### src/rtl/loa_pkg.sv
package loa_pkg;

   // Structure used for the exact upper adder
   typedef enum logic {
      UPPER_BEHAV  = 1'b0,   // operator-level sum, structure left to synthesis
      UPPER_RIPPLE = 1'b1    // explicit chain of full-adder cells
   } upper_arch_e;

endpackage

### src/rtl/loa_fa.sv
module loa_fa (
   input  logic x_i,
   input  logic y_i,
   input  logic c_i,
   output logic s_o,
   output logic c_o
);

   logic prop;
   logic gen;

   assign prop = x_i ^ y_i;
   assign gen  = x_i & y_i;
   assign s_o  = prop ^ c_i;
   assign c_o  = gen | (prop & c_i);

endmodule

### src/rtl/loa_or_bank.sv
module loa_or_bank #(
   parameter int unsigned W = 8
) (
   input  logic [W-1:0] x_i,
   input  logic [W-1:0] y_i,
   output logic [W-1:0] z_o
);

   // One OR gate per position; no signal crosses between positions
   for (genvar i = 0; i < W; i++) begin : g_bit
      assign z_o[i] = x_i[i] | y_i[i];
   end

endmodule

### src/rtl/loa_upper_add.sv
module loa_upper_add #(
   parameter int unsigned         W    = 8,
   parameter loa_pkg::upper_arch_e ARCH = loa_pkg::UPPER_BEHAV
) (
   input  logic [W-1:0] x_i,
   input  logic [W-1:0] y_i,
   input  logic         cin_i,
   output logic [W-1:0] s_o,
   output logic         cout_o
);

   if (W < 1) begin : g_bad_w
      $error("loa_upper_add: W must be at least 1");
   end

   if (ARCH == loa_pkg::UPPER_RIPPLE) begin : g_ripple
      logic [W:0] chain;
      assign chain[0] = cin_i;
      for (genvar i = 0; i < W; i++) begin : g_cell
         loa_fa u_fa (
            .x_i (x_i[i]),
            .y_i (y_i[i]),
            .c_i (chain[i]),
            .s_o (s_o[i]),
            .c_o (chain[i+1])
         );
      end
      assign cout_o = chain[W];
   end else begin : g_behav
      logic [W:0] total;
      assign total  = {1'b0, x_i} + {1'b0, y_i} + {{W{1'b0}}, cin_i};
      assign s_o    = total[W-1:0];
      assign cout_o = total[W];
   end

endmodule

### src/rtl/loa_adder.sv
module loa_adder #(
   parameter int unsigned          N          = 16,
   parameter int unsigned          L          = 8,
   parameter loa_pkg::upper_arch_e UPPER_ARCH = loa_pkg::UPPER_BEHAV
) (
   input  logic [N-1:0] a_i,
   input  logic [N-1:0] b_i,
   output logic [N-1:0] sum_o,
   output logic         cout_o
);

   localparam int unsigned H = N - L;   // width of the exact upper field

   if (N < 1) begin : g_bad_n
      $error("loa_adder: N must be at least 1");
   end
   if (L > N - 1) begin : g_bad_l
      $error("loa_adder: L must not exceed N-1");
   end

   logic upper_cin;

   if (L > 0) begin : g_low
      loa_or_bank #(.W(L)) u_or (
         .x_i (a_i[L-1:0]),
         .y_i (b_i[L-1:0]),
         .z_o (sum_o[L-1:0])
      );
      // single carry bridge between the approximate and exact fields
      assign upper_cin = a_i[L-1] & b_i[L-1];
   end else begin : g_no_low
      assign upper_cin = 1'b0;
   end

   loa_upper_add #(.W(H), .ARCH(UPPER_ARCH)) u_upper (
      .x_i    (a_i[N-1:L]),
      .y_i    (b_i[N-1:L]),
      .cin_i  (upper_cin),
      .s_o    (sum_o[N-1:L]),
      .cout_o (cout_o)
   );

endmodule

### config.mk
export PLATFORM = sky130hd
export DESIGN_NAME = loa_adder
export DESIGN_NICKNAME = d
export VERILOG_FILES = /design/src/rtl/loa_pkg.sv /design/src/rtl/loa_fa.sv /design/src/rtl/loa_or_bank.sv /design/src/rtl/loa_upper_add.sv /design/src/rtl/loa_adder.sv
export SDC_FILE = /design/constraint.sdc
export NUM_CORES = 1
export LEC_CHECK = 0
export ABC_AREA = 1
export BUFFER_PORTS_ARGS = -buffer_cell sky130_fd_sc_hd__buf_4
export CAP_MARGIN = 20
export CORE_AREA = 3 3 40 42
export DETAILED_ROUTE_END_ITERATION = 16
export DIE_AREA = 0 0 43 45
export PLACE_DENSITY = 0.77
export SYNTH_ARGS = -nofsm -noshare
export SYNTH_HDL_FRONTEND = slang
export SYNTH_SLANG_ARGS = --single-unit
### constraint.sdc
create_clock -name vclk -period 3.33
set_input_delay 0.4995 -clock vclk [all_inputs]
set_output_delay 0.4995 -clock vclk [all_outputs]
set_load 0.01 [all_outputs]
== Word level (Yosys, flattened, before mapping) ==
Index checks and enable logic that the tools add are counted.

* Bitwise operators: 9
* Eq/ne operators: 0
* $lt $le $gt $ge: 0
* Multipliers: 0
* Shift-type cells: 0
* Add/subtract/negate cells: 2
* Multiplexer cells: 0
* Divide/modulo/power cells: 0
* Reductions and logical operators: 0

{| class="wikitable"
|+ Operators by type and width
! cell !! count
|-
| $add 8x8->9 || 1
|-
| $add 9x1->9 || 1
|-
| $or 1x1->1 || 8
|-
| $and 1x1->1 || 1
|}

* Memory bits (writable): 0
* Flip-flop bits (word level): 0
* Word-level logic and storage cells: 11
* Memories kept: 0
* Bits in read-only memories: 0
* Bits in latches: 0

== Depth between registers and ports, before layout ==
Gate-level depths: netlist of the first run.

* Depth after elaboration: 2
* Gate-level depth with buffers: 10
* Mapped depth without buffers: 10

== Modules after synthesis ==
A second synthesis of the first run with hierarchy kept.

* Cell total of the unflattened synthesis: 85
* Area, all modules: 481.7 µm²

{| class="wikitable"
|+ By module, submodules not included
! module !! cells an instance !! instances !! area each (µm²) !! seq. area each (µm²)
|-
| loa_upper_add || 59 || 1 || 384.1 || 0.0
|-
| loa_or_bank || 24 || 1 || 90.1 || 0.0
|-
| loa_adder || 2 || 1 || 7.5 || 0.0
|}

== Worst setup path before layout of the first run ==
Ideal clock, no wire load.

* Path kind: input port to output port
* Start point: input a_i[8]
* End point: output cout_o
* Stages on the path: 10
* Arrival time: 1,626 ps
* Path slack: 1,205 ps
* Path through: inv_1 fa_1 inv_2 fa_1 nand2_1 nand2_1 nand3b_1 nand2_1 nand2_1 nand2_1

* Cells in the longest elaborated chain, start to end: 2

{| class="wikitable"
|+ Ends and longest elaborated chain
! element !! line !! source
|-
| start: declaration || loa_adder.sv:6 || <nowiki>input logic [N-1:0] a_i,</nowiki>
|-
| $add 8x8->9 || loa_upper_add.sv:31 || <nowiki>assign total = {1'b0, x_i} + {1'b0, y_i} + {{W{1'b0}}, cin_i};</nowiki>
|-
| $add 9x1->9 || loa_upper_add.sv:31 ||
|-
| end: declaration || loa_adder.sv:9 || <nowiki>output logic cout_o</nowiki>
|}

No other way between the ends.

== Final worst setup path of the first run ==
* Start point: input a_i[7]
* End point: output sum_o[14]

* Cells in the longest elaborated chain, start to end: 2

{| class="wikitable"
|+ Ends and longest elaborated chain
! element !! line !! source
|-
| $and 1x1->1 || loa_adder.sv:30 || <nowiki>assign upper_cin = a_i[L-1] & b_i[L-1];</nowiki>
|-
| $add 9x1->9 || loa_upper_add.sv:31 ||
|-
| end: declaration || loa_adder.sv:8 || <nowiki>output logic [N-1:0] sum_o,</nowiki>
|}

No other way between the ends.

==> results.yml, run 1 <==
timing:
  fin_ws_ns: 0.986
  rsz0062_at_grt: "false"
  period_share: 0.704
  final_max_slew_viol_count: 0
  setup_tns_ns: 0
  finalHoldViolCount: 0
  worstMarginPinSlew_ns: 0.162
  setup-violations-final: 0
  final.min_clock_period_ns: 2.34
  hold_slack_ns: 1.26
  slew_headroom: 0.892
  clock.fmax_ghz: 0.427
power:
  power_uw: 145
  leakagePower_uw: 0.000505
  ir_worst_vdd_mv: 0.0856
  powerDensity_nw_per_um2: 178
cells_and_area:
  finalNetCount: 166
  fillers: 134
  regArea_um2: 0
  clkbuf_count: 0
  flops_and_latches: 0
  instances_no_fill: 138
  n_antenna_cell: 0
  areaGrowthSynthToFinish_pct: 90.4
  drive_above_1_share: 0.480
critical_path:
  cp_data_required_time_ns: 2.83
  critPathBufInv: 3
  end_kind: "output pin"
  critPathTopFamily: "adder cells"
  critPathSlowestCell: "fa_1"
  crit_type: "in -> out"
  cp.arrival_ns: 1.84
  crit_chain: "buf_4 > nand2_1 > fa_1 > inv_2 > fa_1 > nand2_1 > nand2_1 > nand3b_1 > nand2_1 > nand2_1 > nand2_1 > buf_4"
  crit_path_start_kind: "input port"
  cp_max_fo: 2
  crit_top_cell: "nand2_1"
  critPathMaxStageDelay_ns: 0.39
yosys:
  syn_nets: 115
  yosys-top-cells-count: "nand2_1 (26), inv_1 (13), or2_2 (8)"
  syn_area_um2: 428
  synthTopCellsByArea: "nand2_1 (23%), ha_1 (20%), or2_2 (12%), inv_1 (11%), fa_1 (9.4%)"
  synth_seq_area_share: 0
  yosysTopAreaCellShare: 0.228
  synth.most_common_cell: "nand2_1"
  ys_types: 14
  postSynthCellCount: 74
  synth_area_per_cell_um2: 5.78
  yosysTopAreaCell: "nand2_1"
  yosysWarningCount: 0
clocking:
  ctsResizeCount: 0
  cts_hold_buf: 0
  cts_setup_buffers: 0
floorplan:
  die-height_um: 45
  start_util: 0.333
  std_cell_rows: 13
  core_area_um2: 1280
  die_area_um2: 1940
  pin_count: 49
  die_w_um: 43
placed_design:
  pre_cts_ws_ns: 0.974
  portBuffers: 49
  gp_routability_congestion: 0.806
  dp_cells: 138
  hpwl_um: 1160
run_status:
  status: "completed"
routing:
  drc: 0
  route.vias.total: 601
  drt_wl_total_um: 1230
  viasPerCell: 4.36
  drt_iter0_drc: 4
  avgRoutedWirePerCell_um: 8.91
  dr.pass1.iters: 2
  ant_nets: 0
global_routing:
  grt_max_degree: 6
  overflow: 0
  grtUsageTotal: 0.129
  grt_first_pass_wirelength_um: 2100
  antenna_found_initial: 0
  grt_pass1_vias: 527
run:
  maxCapViolCount: 0
worst_hold_path:
  hold_path.class: "in -> out"
layer usage:
layer / routed length (um) / share of wire / vias to the layer above / GRT usage
met4: 0 / 0 / 0 / 0
met5: 0 / 0 / - / 0
li1: - / - / 323 / -
met1: 441 / 0.36 / 253 / 0.161
met3: 145 / 0.12 / 0 / 0.0239
met2: 642 / 0.52 / 25 / 0.246
cell type report:
type,count,area [um^2],share of cell area
inverter,14,52.6,0.0645
multi-input combinational,60,375,0.461
tap,15,18.8,0.0230
timing repair buffer,49,368,0.452
placed cells by master, fill, tap and decap left out, drive strengths merged:
cell type and n:
fa 2, inv 14, ha 7, xnor2 1, a21oi 3, xor2 2
nand3 4, buf 49, nor2 3, or2 9, nand2 27, nand3b 2
logic make-up (layout without fill, tap and decap cells):
| group | count (synthesis) | after routing | synth area share |
|---|---|---|---|
| simple gates | 45 | 45 | 0.482 |
| buf+inv | 14 | 63 | 0.123 |
| compound gates | 3 | 3 | 0.0351 |
| xor+xnor | 3 | 3 | 0.0614 |
| fa+ha+maj | 9 | 9 | 0.298 |
report_power, final:
part           switching (uW)  internal, uW  leakage [uW]
logic                    63.6          81.1      0.000505
clock network               0             0             0
registers                   0             0             0
per-stage QoR:
stage | util | instance area, um^2
2_1_floorplan | - | 428
3_3_place_gp | 0.634 | 815
3_5_place_dp | 0.634 | 815
4_1_cts | 0.634 | 815
5_1_grt | 0.634 | 815
6_report | 0.634 | 815
final timing paths:
path / startpoint / endpoint / slack, ns / depth (start not counted)
max: a_i[7] / sum_o[14] / 0.99 / 12
min: a_i[2] / sum_o[2] / 1.26 / 3
No activity file was read; power rests on OpenSTA's default activity.
==> inputs of run 2 (changes only) <==
--- a/config.mk
+++ b/config.mk
@@ -8,10 +8,10 @@
 export ABC_AREA = 1
 export BUFFER_PORTS_ARGS = -buffer_cell sky130_fd_sc_hd__buf_4
 export CAP_MARGIN = 20
-export CORE_AREA = 3 3 40 42
+export CORE_MARGIN = 3
+export CORE_UTILIZATION = 32
 export DETAILED_ROUTE_END_ITERATION = 16
-export DIE_AREA = 0 0 43 45
-export PLACE_DENSITY = 0.77
+export PLACE_DENSITY = 0.8
 export SYNTH_ARGS = -nofsm -noshare
 export SYNTH_HDL_FRONTEND = slang
 export SYNTH_SLANG_ARGS = --single-unit
==> constraint.sdc (replaced) <==
create_clock -name vclk -period 2
set_input_delay 0.3 -clock vclk [all_inputs]
set_output_delay 0.3 -clock vclk [all_outputs]
set_load 0.01 [all_outputs]
==> run 2 against run 1 <==
  * Routed wire length rose by 20%
  * Largest cell class is now non-clock buffers
  * First-iteration DRC count decreased by 50%
  * Final area grew 5.1%
  * Clock-buffer cell count unchanged
  * Global-route usage up 3.9 points
  * Cell count up 0.72%
  * Hold slack got worse by 0.40 ns
  * Non-clock buffer count is 2 higher
  * Setup slack worse by 0.90 ns
  * Sequential cell count is the same
  * Sequential share of layout area is the same
==> results.yml, run 2 (synthesis results as in run 1) <==
cells_and_area:
  most-common-layout-cells: "buf_4 (48), nand2_1 (25), inv_1 (11), or2_2 (8), ha_1 (7)"
  drive_above_1_share: 0.528
  fillers: 110
  n_antenna_cell: 0
  flops_and_latches: 0
  clkbuf_count: 0
  final_common_cell: "buf_4"
  finalNetCount: 168
  instances_no_fill: 139
  areaGrowthSynthToFinish_pct: 100
  final_area_um2: 856
  regArea_um2: 0
routing:
  avgRoutedWirePerCell_um: 10.6
  viasPerCell: 4.57
  route.vias.total: 635
  drt_iter0_drc: 2
  dr.pass1.iters: 4
  drt_wl_total_um: 1480
  ant_nets: 0
  drc: 0
floorplan:
  core_area_um2: 1190
  start_util: 0.361
  pin_count: 49
  die_w_um: 42.6
  die_area_um2: 1810
  std_cell_rows: 12
  die-height_um: 42.6
timing:
  final.min_clock_period_ns: 1.91
  finalHoldViolCount: 0
  fin_ws_ns: 0.0861
  worstMarginPinSlew_ns: 0.179
  clock.fmax_ghz: 0.522
  period_share: 0.957
  final_max_slew_viol_count: 0
  slew_headroom: 0.881
  hold_slack_ns: 0.859
  rsz0062_at_grt: "true"
  setup-violations-final: 0
worst_hold_path:
  hold_path.class: "in -> out"
  min_path_cells: 3
critical_path:
  cp.arrival_ns: 1.61
  cp_data_required_time_ns: 1.70
  crit_type: "in -> out"
  crit_path_start_kind: "input port"
  cp_max_fo: 2
  end_kind: "output pin"
global_routing:
  grt_max_degree: 6
  grt-busiest-layer: "met2"
  grt_first_pass_wirelength_um: 2480
  overflow: 0
  antenna_found_initial: 0
  grt_use_met2: 0.362
  grt_pass1_vias: 610
  grtUsageTotal: 0.168
  met1_usage: 0.169
  use_met3: 0.0300
power:
  power_uw: 259
  ir_worst_vdd_mv: 0.177
  leakagePower_uw: 0.000522
  powerDensity_nw_per_um2: 302
placed_design:
  portBuffers: 49
  pre_cts_ws_ns: 0.0350
  hpwl_um: 1340
  dp_cells: 137
  gp_routability_congestion: 0.796
  placed_area_um2: 813
clocking:
  cts_hold_buf: 0
run:
  maxCapViolCount: 0
run_status:
  status: "completed"
-- run 2: path summary, 6_finish.rpt --
path / start / end / slack [ns]
worst max-delay path: b_i[7] / sum_o[14] / 0.09
worst min-delay path: a_i[1] / sum_o[1] / 0.86
-- run 2: power by group --
| part | internal [uW] | leakage (uW) | switching [uW] |
|---|---|---|---|
| Sequential | 0 | 0 | 0 |
| Combinational | 145 | 0.000522 | 114 |
| Clock | 0 | 0 | 0 |
| Total | 145 | 0.000522 | 114 |
-- run 2: what timing repair did --
action,4_1_cts,5_1_grt
gates resized for setup,0,10
endpoints found under the setup margin,0,3
setup buffers,0,2
-- run 2: area by class of cell --
| class | instances | area (um^2) | share of cell area |
|---|---|---|---|
| Tap cell | 14 | 17.5 | 0.0205 |
| Timing Repair Buffer | 51 | 398 | 0.465 |
| Inverter | 14 | 52.6 | 0.0614 |
| Multi-Input combinational cell | 60 | 388 | 0.453 |
-- run 2: stage by stage --
step | setup TNS (ns) | util
final | 0 | 0.722
after global placement | 0 | 0.686
after CTS | 0 | 0.686
after global routing | -0.0365 | 0.722
after floorplan | 0 | -
after detailed placement | 0 | 0.686
-- run 2: worst max-delay path, stage by stage --
cell	delay (ns)
buf_8	0.08
nand2_4	0.04
fa_2	0.37
inv_2	0.08
fa_2	0.21
nand2_1	0.05
nand2_1	0.07
nand3b_1	0.10
nand2_1	0.09
nand2_1	0.05
nand2_1	0.07
buf_6	0.10
-- run 2: layer usage --
| metal | wire length (um) | vias to the layer above |
|---|---|---|
| li1 | - | 326 |
| met1 | 463 | 282 |
| met2 | 842 | 27 |
| met3 | 169 | 0 |
| met4 | 0 | 0 |
| met5 | 0 | - |
==> inputs of run 3 (changes only) <==
--- a/config.mk
+++ b/config.mk
@@ -12,6 +12,8 @@
 export CORE_UTILIZATION = 32
 export DETAILED_ROUTE_END_ITERATION = 16
 export PLACE_DENSITY = 0.8
+export REMOVE_ABC_BUFFERS = 1
+export SETUP_SLACK_MARGIN = 0.1
 export SYNTH_ARGS = -nofsm -noshare
 export SYNTH_HDL_FRONTEND = slang
 export SYNTH_SLANG_ARGS = --single-unit
==> constraint.sdc (replaced) <==
create_clock -name vclk -period 2
set_input_delay 0.1 -clock vclk [all_inputs]
set_output_delay 0.1 -clock vclk [all_outputs]
set_load 0.01 [all_outputs]
==> run 3 against run 2 <==
  * Setup slack improved by 0.35 ns
  * Final area decreased by 5.0%
  * Via count fell by 1.4%
  * Sequential share of layout area did not move
  * Critical endpoint is now cout_o
  * Largest power group unchanged
==> results.yml, run 3 (synthesis results as in run 1) <==
run_status:
  status: "completed"
timing:
  finalHoldViolCount: 0
  worstMarginPinSlew_ns: 0.181
  fin_ws_ns: 0.437
  rsz0062_at_grt: "false"
  setup-violations-final: 0
  clock.fmax_ghz: 0.640
  slew_headroom: 0.879
  final.min_clock_period_ns: 1.56
  period_share: 0.781
  hold_slack_ns: 0.459
  setup_tns_ns: 0
  final_max_slew_viol_count: 0
clocking:
  ctsResizeCount: 0
  cts_setup_buffers: 0
  cts_hold_buf: 0
global_routing:
  grtUsageTotal: 0.168
  overflow: 0
  grt_max_degree: 6
  antenna_found_initial: 0
  grt-busiest-layer: "met2"
  met1_usage: 0.169
  grt_pass1_vias: 610
  use_met3: 0.0300
  grt_first_pass_wirelength_um: 2480
  grt_use_met2: 0.362
cells_and_area:
  clkbuf_count: 0
  finalNetCount: 166
  drive_above_1_share: 0.480
  regArea_um2: 0
  multi_input_area_um2: 375
  final_common_cell: "buf_4"
  n_antenna_cell: 0
  most-common-layout-cells: "buf_4 (49), nand2_1 (26), inv_1 (13), or2_2 (8), ha_1 (7)"
  final_util: 0.686
  areaGrowthSynthToFinish_pct: 90.1
  fillers: 118
  flops_and_latches: 0
critical_path:
  cp_max_fo: 2
  crit_end: "cout_o"
  cp_data_required_time_ns: 1.90
  crit_start: "a_i[7]"
  crit_type: "in -> out"
  end_kind: "output pin"
  crit_path_start_kind: "input port"
  cp.arrival_ns: 1.46
power:
  ir_worst_vdd_mv: 0.160
  powerDensity_nw_per_um2: 301
  leakagePower_uw: 0.000505
floorplan:
  std_cell_rows: 12
  pin_count: 49
  core_area_um2: 1190
  die_area_um2: 1810
  die-height_um: 42.6
  die_w_um: 42.6
  start_util: 0.361
routing:
  viasPerCell: 4.57
  ant_nets: 0
  avgRoutedWirePerCell_um: 10.4
  route.vias.total: 626
  dr.pass1.iters: 3
  drt_iter0_drc: 8
  drt_wl_total_um: 1430
  drc: 0
placed_design:
  pre_cts_ws_ns: 0.435
  hpwl_um: 1340
  portBuffers: 49
  gp_routability_congestion: 0.796
run:
  maxCapViolCount: 0
worst_hold_path:
  hold_path.class: "in -> out"
## run 3: changes by cell type in the layout (fill, tap and decap cells not counted)
cell / previous run / this run
fa_1: 0 / 2
buf_6: 2 / 0
nand2_4: 1 / 0
buf_8: 1 / 0
inv_1: 11 / 13
nand2_1: 25 / 26
buf_4: 48 / 49
fa_2: 2 / 0
inv_2: 3 / 1
## run 3: where the power goes
part,internal [uW],total (uW),switching (uW),leakage (uW)
Sequential,0,0,0,0
Clock,0,0,0,0
Combinational,136,245,109,0.000505
Total,136,245,109,0.000505
## run 3: worst min-delay path by stage
| stage | startpoint | endpoint | slack (ns) | cells after the start |
|---|---|---|---|---|
| detailed placement | a_i[1] | sum_o[1] | 0.46 | 3 |
| finish | a_i[1] | sum_o[1] | 0.46 | 3 |
| CTS | a_i[1] | sum_o[1] | 0.46 | 3 |
| global route | a_i[1] | sum_o[1] | 0.48 | 3 |
| floorplan | a_i[0] | sum_o[0] | 0.30 | 1 |
| global placement | a_i[4] | sum_o[4] | 0.46 | 3 |
## run 3: stage by stage
| step | instances | area, um^2 | total power (uW) |
|---|---|---|---|
| 6_report | 137 | 813 | 245 |
| 5_1_grt | 137 | 813 | 274 |
| 4_1_cts | 137 | 813 | 248 |
| 3_5_place_dp | 137 | 813 | 247 |
| 3_3_place_gp | 137 | 813 | 239 |
| 2_1_floorplan | 74 | 428 | 121 |
## run 3: cell type report
type / instances / area share
Inverter: 14 / 0.0646
Multi-Input combinational cell: 60 / 0.462
Tap cell: 14 / 0.0215
Timing Repair Buffer: 49 / 0.452
## run 3: critical path, stage by stage
cell,delay (ns)
buf_4,0.11
nand2_1,0.07
fa_1,0.17
inv_2,0.04
fa_1,0.40
nand2_1,0.09
nand2_1,0.06
nand3b_1,0.10
nand2_1,0.07
nand2_1,0.06
nand2_1,0.04
buf_4,0.14
## run 3: per-layer routing
metal / vias up / wire, um
met5: - / 0
li1: 323 / -
met1: 276 / 433
met3: 0 / 169
met4: 0 / 0
met2: 27 / 822
